[src/rtl/aluDecPkg.sv]
package aluDecPkg;

  localparam int CLS_W = 3;
  localparam int F7_W  = 7;
  localparam int F3_W  = 3;
  localparam int OP_W  = 5;

  // class codes
  localparam logic [CLS_W-1:0] CLS_NONE  = 3'd0;
  localparam logic [CLS_W-1:0] CLS_REG64 = 3'd1;
  localparam logic [CLS_W-1:0] CLS_IMM64 = 3'd2;
  localparam logic [CLS_W-1:0] CLS_REG32 = 3'd3;
  localparam logic [CLS_W-1:0] CLS_IMM32 = 3'd4;
  localparam logic [CLS_W-1:0] CLS_ADDR  = 3'd5;

  // funct7 variants
  localparam logic [F7_W-1:0] F7_BASE = 7'b0000000;
  localparam logic [F7_W-1:0] F7_ALT  = 7'b0100000;
  localparam logic [F7_W-1:0] F7_MUL  = 7'b0000001;

  typedef enum logic [OP_W-1:0] {
    OP_ADD    = 5'b00000, OP_ADDW  = 5'b00001, OP_SUB    = 5'b00010,
    OP_SUBW   = 5'b00100, OP_MUL   = 5'b00101, OP_MULW   = 5'b00110,
    OP_MULH   = 5'b00111, OP_MULHU = 5'b01000, OP_DIV    = 5'b01001,
    OP_DIVU   = 5'b01010, OP_DIVW  = 5'b01011, OP_DIVUW  = 5'b01100,
    OP_AND    = 5'b01101, OP_OR    = 5'b01110, OP_XOR    = 5'b01111,
    OP_SRA    = 5'b10000, OP_SRAW  = 5'b10001, OP_SLL    = 5'b10010,
    OP_SLLW   = 5'b10011, OP_SRL   = 5'b10100, OP_SRLW   = 5'b10101,
    OP_SLT    = 5'b10110, OP_SLTU  = 5'b10111, OP_MULHSU = 5'b11000,
    OP_REMUW  = 5'b11001, OP_REMW  = 5'b11010, OP_REMU   = 5'b11011,
    OP_REM    = 5'b11100, OP_BAD   = 5'b11111
  } aluOp_e;

  // decode groups, one strobe each
  localparam int G_BASE64 = 0;
  localparam int G_ALT64  = 1;
  localparam int G_MUL64  = 2;
  localparam int G_BASE32 = 3;
  localparam int G_ALT32  = 4;
  localparam int G_MUL32  = 5;
  localparam int G_ADDR   = 6;
  localparam int N_GRP    = 7;

  typedef struct packed {
    logic addr;
    logic mul32;
    logic alt32;
    logic base32;
    logic mul64;
    logic alt64;
    logic base64;
  } grpSel_t;

  typedef struct packed {
    logic            hit;
    logic [OP_W-1:0] op;
  } tblOut_t;

endpackage

[src/rtl/aluDecCtrl.sv]
module aluDecCtrl
  import aluDecPkg::*;
(
  input  logic [CLS_W-1:0] aluClass,
  input  logic [F7_W-1:0]  funct7,
  output grpSel_t          grpSel
);

  logic isReg64, isReg32, isAddr;
  logic f7Base, f7Alt, f7Mul;

  always_comb begin
    isReg64 = (aluClass == CLS_REG64);
    isReg32 = (aluClass == CLS_REG32);
    isAddr  = (aluClass == CLS_ADDR);
    f7Base  = (funct7 == F7_BASE);
    f7Alt   = (funct7 == F7_ALT);
    f7Mul   = (funct7 == F7_MUL);

    grpSel.base64 = isReg64 & f7Base;
    grpSel.alt64  = isReg64 & f7Alt;
    grpSel.mul64  = isReg64 & f7Mul;
    grpSel.base32 = isReg32 & f7Base;
    grpSel.alt32  = isReg32 & f7Alt;
    grpSel.mul32  = isReg32 & f7Mul;
    grpSel.addr   = isAddr;
  end

endmodule

[src/rtl/aluDecPath.sv]
module aluDecPath
  import aluDecPkg::*;
(
  input  grpSel_t         grpSel,
  input  logic [F3_W-1:0] funct3,
  output logic [OP_W-1:0] aluOp
);

  function automatic tblOut_t lookup(input int grp, input logic [F3_W-1:0] f3);
    tblOut_t t;
    t.hit = 1'b1;
    t.op  = OP_BAD;
    case (grp)
      G_BASE64: case (f3)
        3'd0: t.op = OP_ADD;   3'd1: t.op = OP_SLL;
        3'd2: t.op = OP_SLT;   3'd3: t.op = OP_SLTU;
        3'd4: t.op = OP_XOR;   3'd5: t.op = OP_SRL;
        3'd6: t.op = OP_OR;    default: t.op = OP_AND;
      endcase
      G_ALT64: case (f3)
        3'd0: t.op = OP_SUB;   3'd5: t.op = OP_SRA;
        default: t.hit = 1'b0;
      endcase
      G_MUL64: case (f3)
        3'd0: t.op = OP_MUL;   3'd1: t.op = OP_MULH;
        3'd2: t.op = OP_MULHSU; 3'd3: t.op = OP_MULHU;
        3'd4: t.op = OP_DIV;   3'd5: t.op = OP_DIVU;
        3'd6: t.op = OP_REM;   default: t.op = OP_REMU;
      endcase
      G_BASE32: case (f3)
        3'd0: t.op = OP_ADDW;  3'd1: t.op = OP_SLLW;
        3'd5: t.op = OP_SRLW;
        default: t.hit = 1'b0;
      endcase
      G_ALT32: case (f3)
        3'd0: t.op = OP_SUBW;  3'd5: t.op = OP_SRAW;
        default: t.hit = 1'b0;
      endcase
      G_MUL32: case (f3)
        3'd0: t.op = OP_MULW;  3'd4: t.op = OP_DIVW;
        3'd5: t.op = OP_DIVUW; 3'd6: t.op = OP_REMW;
        3'd7: t.op = OP_REMUW;
        default: t.hit = 1'b0;
      endcase
      G_ADDR:  t.op = OP_ADD;
      default: t.hit = 1'b0;
    endcase
    return t;
  endfunction

  logic [N_GRP-1:0] selVec;
  logic [N_GRP-1:0] hitVec;
  logic [OP_W-1:0]  maskedOp [N_GRP];

  assign selVec = grpSel;

  for (genvar g = 0; g < N_GRP; g++) begin : gGrp
    tblOut_t ent;
    always_comb begin
      ent         = lookup(g, funct3);
      hitVec[g]   = selVec[g] & ent.hit;
      maskedOp[g] = hitVec[g] ? ent.op : '0;
    end
  end

  logic [OP_W-1:0] merged;

  always_comb begin
    merged = '0;
    for (int g = 0; g < N_GRP; g++) merged |= maskedOp[g];
    aluOp = (|hitVec) ? merged : OP_BAD;
  end

endmodule

[src/rtl/riscAluDecoder.sv]
module riscAluDecoder
  import aluDecPkg::*;
(
  input  logic [2:0] aluClass,
  input  logic [6:0] funct7,
  input  logic [2:0] funct3,
  output logic [4:0] aluOp
);

  grpSel_t grpSel;

  aluDecCtrl uCtrl (
    .aluClass (aluClass),
    .funct7   (funct7),
    .grpSel   (grpSel)
  );

  aluDecPath uPath (
    .grpSel (grpSel),
    .funct3 (funct3),
    .aluOp  (aluOp)
  );

endmodule

[config.mk]
export PLATFORM = sky130hd
export DESIGN_NAME = riscAluDecoder
export DESIGN_NICKNAME = d
export VERILOG_FILES = /design/src/rtl/aluDecPkg.sv /design/src/rtl/aluDecCtrl.sv /design/src/rtl/aluDecPath.sv /design/src/rtl/riscAluDecoder.sv
export SDC_FILE = /design/constraint.sdc
export NUM_CORES = 1
export LEC_CHECK = 0
export ABC_AREA = 1
export BUFFER_PORTS_ARGS = -buffer_cell sky130_fd_sc_hd__buf_2
export CAP_MARGIN = 30
export CORE_MARGIN = 2
export CORE_UTILIZATION = 30
export DETAILED_ROUTE_END_ITERATION = 8
export GPL_TIMING_DRIVEN = 0
export SYNTH_ARGS = -nofsm -noshare
export SYNTH_HDL_FRONTEND = slang
export SYNTH_SLANG_ARGS = --single-unit
[constraint.sdc]
create_clock -name vclk -period 0.8
set_input_delay 0 -clock vclk [all_inputs]
set_output_delay 0 -clock vclk [all_outputs]
set_load 0.005 [all_outputs]
# [Word-level counts from Yosys, hierarchy flattened]
# Cells that the tools add are included.
[word_totals] register_bits=0 input_bits=13 out_inout_bits=5 word_cells=49
[classes] eq_ne=12 muxes=16 n_bitwise=15 reduce_logical=6
[ops] op="$pmux W5 S7" n=2
[ops] op="$mux W5" n=7
[ops] op="$or A5 B5 Y5" n=5
[ops] op="$pmux W5 S5" n=1
[ops] op="$pmux W5 S2" n=2
[ops] op="$eq A3 B3 Y1 const B" n=5
[ops] op="$pmux W5 S3" n=1
[ops] op="$and A1 B1 Y1" n=10
[ops] op="$eq A3 B2 Y1 const B" n=3
[ops] op="$eq A7 B1 Y1 const B" n=1
[ops] op="$eq A7 B6 Y1 const B" n=1
[ops] op="$logic_not A7 Y1" n=1
[ops] op="$reduce_or A7 Y1" n=1
[ops] op="$eq A3 B1 Y1 const B" n=2
[ops] op="$reduce_or A5 Y1" n=1
[ops] op="$logic_not A3 Y1" n=1
[ops] op="$mux W1" n=3
[ops] op="$reduce_or A3 Y1" n=1
[ops] op="$reduce_or A2 Y1" n=1

# [Longest topological paths before layout]
[logic_depth] ltp_word=11 mapped_depth=9 depth_no_buf=9

# [Cells and area by module]
# From an unflattened synthesis, not the netlist that was laid out.
[unflattened] hier_cells=105 hier_area_um2=471.7
[by_module_without_submodules] mod="aluDecPath" n_inst=1 cells_per_inst=74 area_per_inst_um2=341.6 seq_area_each_um2=0.0
[by_module_without_submodules] mod="aluDecCtrl" n_inst=1 cells_per_inst=31 area_per_inst_um2=130.1 seq_area_each_um2=0.0

# [Worst setup path before layout]
# OpenSTA, ideal clock, no wires.
[synth_timing] kind="in2out" startpoint="in funct7[3]" endpoint="out aluOp[1]" t_arrival_ns=0.743 required_time_ns=0.800 slack_ns=0.057 cell_stages=7 n_path_buf=0 path_cell_list="nor2_2 > nand2_1 > nor2_8 > nand3_2 > a21boi_0 > nor2_1 > nand2_1"
[synth_via] elab_chain_cells=10 elab_cells_between_ends=26 classes_between="2 x eq/ne; 7 x mux; 15 x bitwise; 2 x reduce/logical"
[synth_rtl] item="from (decl)" line="riscAluDecoder.sv:5" source="input logic [6:0] funct7,"
[synth_rtl] item="$eq A7 B6 Y1" line="aluDecCtrl.sv:17" source="f7Alt = (funct7 == F7_ALT);"
[synth_rtl] item="$and A1 B1 Y1" line="aluDecCtrl.sv:21" source="grpSel.alt64 = isReg64 & f7Alt;"
[synth_rtl] item="$and A1 B1 Y1" line="aluDecPath.sv:61" source="hitVec[g] = selVec[g] & ent.hit;"
[synth_rtl] item="$mux W5" line="aluDecPath.sv:62" source="maskedOp[g] = hitVec[g] ? ent.op : '0;"
[synth_rtl] item="$or A5 B5 Y5 (5 in series)" line="aluDecPath.sv:70" source="for (int g = 0; g < N_GRP; g++) merged |= maskedOp[g];"
[synth_rtl] item="$mux W5 *" line="aluDecPath.sv:71" source="aluOp = (|hitVec) ? merged : OP_BAD;"
[synth_rtl] item="to (decl)" line="riscAluDecoder.sv:7" source="output logic [4:0] aluOp"
# Every way passes the cells marked *; elsewhere a longest branch is shown, timed or not.

# [Worst setup path after layout]
[layout_timing] startpoint="in funct7[6]" endpoint="out aluOp[1]"
# The elaborated chain is that of the path after synthesis.

==> impl_results.md <==
* Syn Area/Cell at 6.088 sq um
* Layout Nets at 138
* ANT cells at 0
* First-pass GRT wire length at 2697 microns
* Fmax at 975.8 MHz
* Internal Power at 0.0001112 W
* Slew margin rel. at 0.8344
* Syn_nets at 110
* Antenna violations before repair at 0
* CP required at 800 ps
* Wire per inst at 10.35 microns
* Synth cell types at 19
* Input/output buffers at 17
* Antenna viol nets, final at 0
* Setup Crit Path Kind: input pin to output pin
* Slew at the pin with the worst max-slew slack at 247.8 ps
* Vias per inst at 4.733
* CP endpoint kind: output pin
* # placed instances at 141
* HPWL Detailed at 1141 microns
* DRT Pass-1 Iters at 4
* Minimum clock period at 1025 ps
* Post-route setup slack at -224.8 ps
* Die area at 2340 sq um
* Logic pwr share at 1.000
* Sequential cell count at 0
* Fin cells at 150
* Layout clock buffer count at 0
* GR Util All Layers at 0.1341
* Post-synthesis instance total at 97
* Post-synthesis sequential area ratio at 0
* Pre-CTS setup slack at -281.4 ps
* Clock power share at 0
* Critical Path AT at 1020 ps
* Largest net degree at the start of global routing at 11
* Final Hold Vio Count at 0
* Fin Setup TNS at -1070 ps
* Max IR drop VDD at 0.1538 mV
* Max-slew violations at 0
* Ports at 18
* Final instance area at 865.8 sq um
* Area of placed instances at 709.4 sq um
* Core Rows at 16
* Hold depth at 6
* Core Box Area at 1902 sq um
* Vias at 710
* Critical hold path startpoint: funct3[2]
* GPL Wtd Cong at 0.8459
* Status: complete, but fails checks
* Setup violators final at 5
* Die height at 48.37 microns
* Number of global-route vias before repair at 630
* Max Cap Viol at 0
* Yosys top cell by area: nand3_1
* Leak pwr at 0.4569 nW
* Reg area at 0 sq um
* P&R area growth vs syn at 46.61%
* Share of layout cells above drive strength 1 at 0.5285
* Mapped Area at 590.6 sq um
* Total Routed Length at 1553 microns
* Failing checks: setup timing
* Critical Path Fanout Max at 8
* Initial core utilization at 0.3105
* Die X-Extent at 48.37 microns
* PD cells at 314.7 nW/um^2
* Hold endpoint: aluOp[2]
* DRT iter0 DRCs at 10
* Startpoint types: input pin
* Switch share at 0.5921
* Flop pwr share at 0
* Crit share post-route at 1.281
* DR DRC count at 0
* Synth area leaders: nand3_1, nand2_1, nand3_2
* Synth top area share at 0.1441
* Most frequent cells in the layout: nand2_1, nand3_1, buf_2
* Most common cell after layout, fill and taps aside: nand2_1
* Hold/Removal Path Class: input pin to output pin
* Gr ovfl total at 0
* Synth warn at 0
* P_sw at 0.0001613 W
* RSZ-0062 raised after global routing: yes
worst max-delay path, stage by stage:
cell	delay (ps)
buf_6	100
nor2_4	130
nand2_4	100
nor2_8	180
nand3_2	90
nand2_2	100
nor2_4	40
nand2_4	100
nand2_1	70
buf_2	120
worst max path at each step:
stage,slack [ps],endpoint,from
final,-220,aluOp[1],funct7[6]
after CTS,-220,aluOp[1],funct7[2]
after detailed placement,-280,aluOp[1],funct7[3]
after floorplan,60,aluOp[1],funct7[3]
after global routing,-310,aluOp[3],funct7[1]
after global placement,-270,aluOp[3],funct7[3]
synthesized netlist by cell type (all sizes together):
library cell and n:
a21boi 1, nand2 31, inv 10, and2 1, o21ai 3, nor2 20, nand3b 2, nand3 23
buf 2, nand4 3, a21oi 1
final cells by class:
class	instances	area, sq um
inverter	10	40.04
timing repair buffer	26	187.7
fill	215	1036
buffer	2	22.52
tap	27	33.78
multi-input combinational	85	581.8
routing by layer:
metal | up-vias | share of wire | global-route usage
met5 | - | 0 | 0
met2 | 15 | 0.50 | 0.2361
met4 | 0 | 0 | 0
met1 | 324 | 0.47 | 0.1932
met3 | 0 | 0.031 | 0.006173
li1 | 371 | - | -
cells by family after synthesis:
family	synth area share
buffers and inverters	0.09535
AND/OR/NAND/NOR	0.8581
AO/OA/AOI/OAI	0.04660
repair_timing:
action | 4_1_cts | 5_1_grt
setup buffers | 7 | 2
pin swaps | 11 | 13
endpoints found under the setup margin | 5 | 5
resized for setup | 15 | 3
hold buffers | 0 | 0
stage by stage:
| step | utilization | power (W) | hold WS (ps) |
|---|---|---|---|
| 6_report | 0.4553 | 0.0002725 | 432.9 |
| 5_1_grt | 0.4553 | 0.0002992 | 457.9 |
| 4_1_cts | 0.4336 | 0.0002516 | 444.5 |
| 3_5_place_dp | 0.3730 | 0.0002211 | 430.9 |
| 3_3_place_gp | 0.3730 | 0.0002164 | 419.9 |
| 2_1_floorplan | - | 0.0001451 | 227.3 |
power by group through the flow:
stage | clock [W] | sequential (W) | combinational [W]
3_3_place_gp | 0 | 0 | 0.000216
4_1_cts | 0 | 0 | 0.000252
3_5_place_dp | 0 | 0 | 0.000221
5_1_grt | 0 | 0 | 0.000299
6_report | 0 | 0 | 0.000272
2_1_floorplan | 0 | 0 | 0.000145
Note: power is estimated with default switching activity, not from simulation.
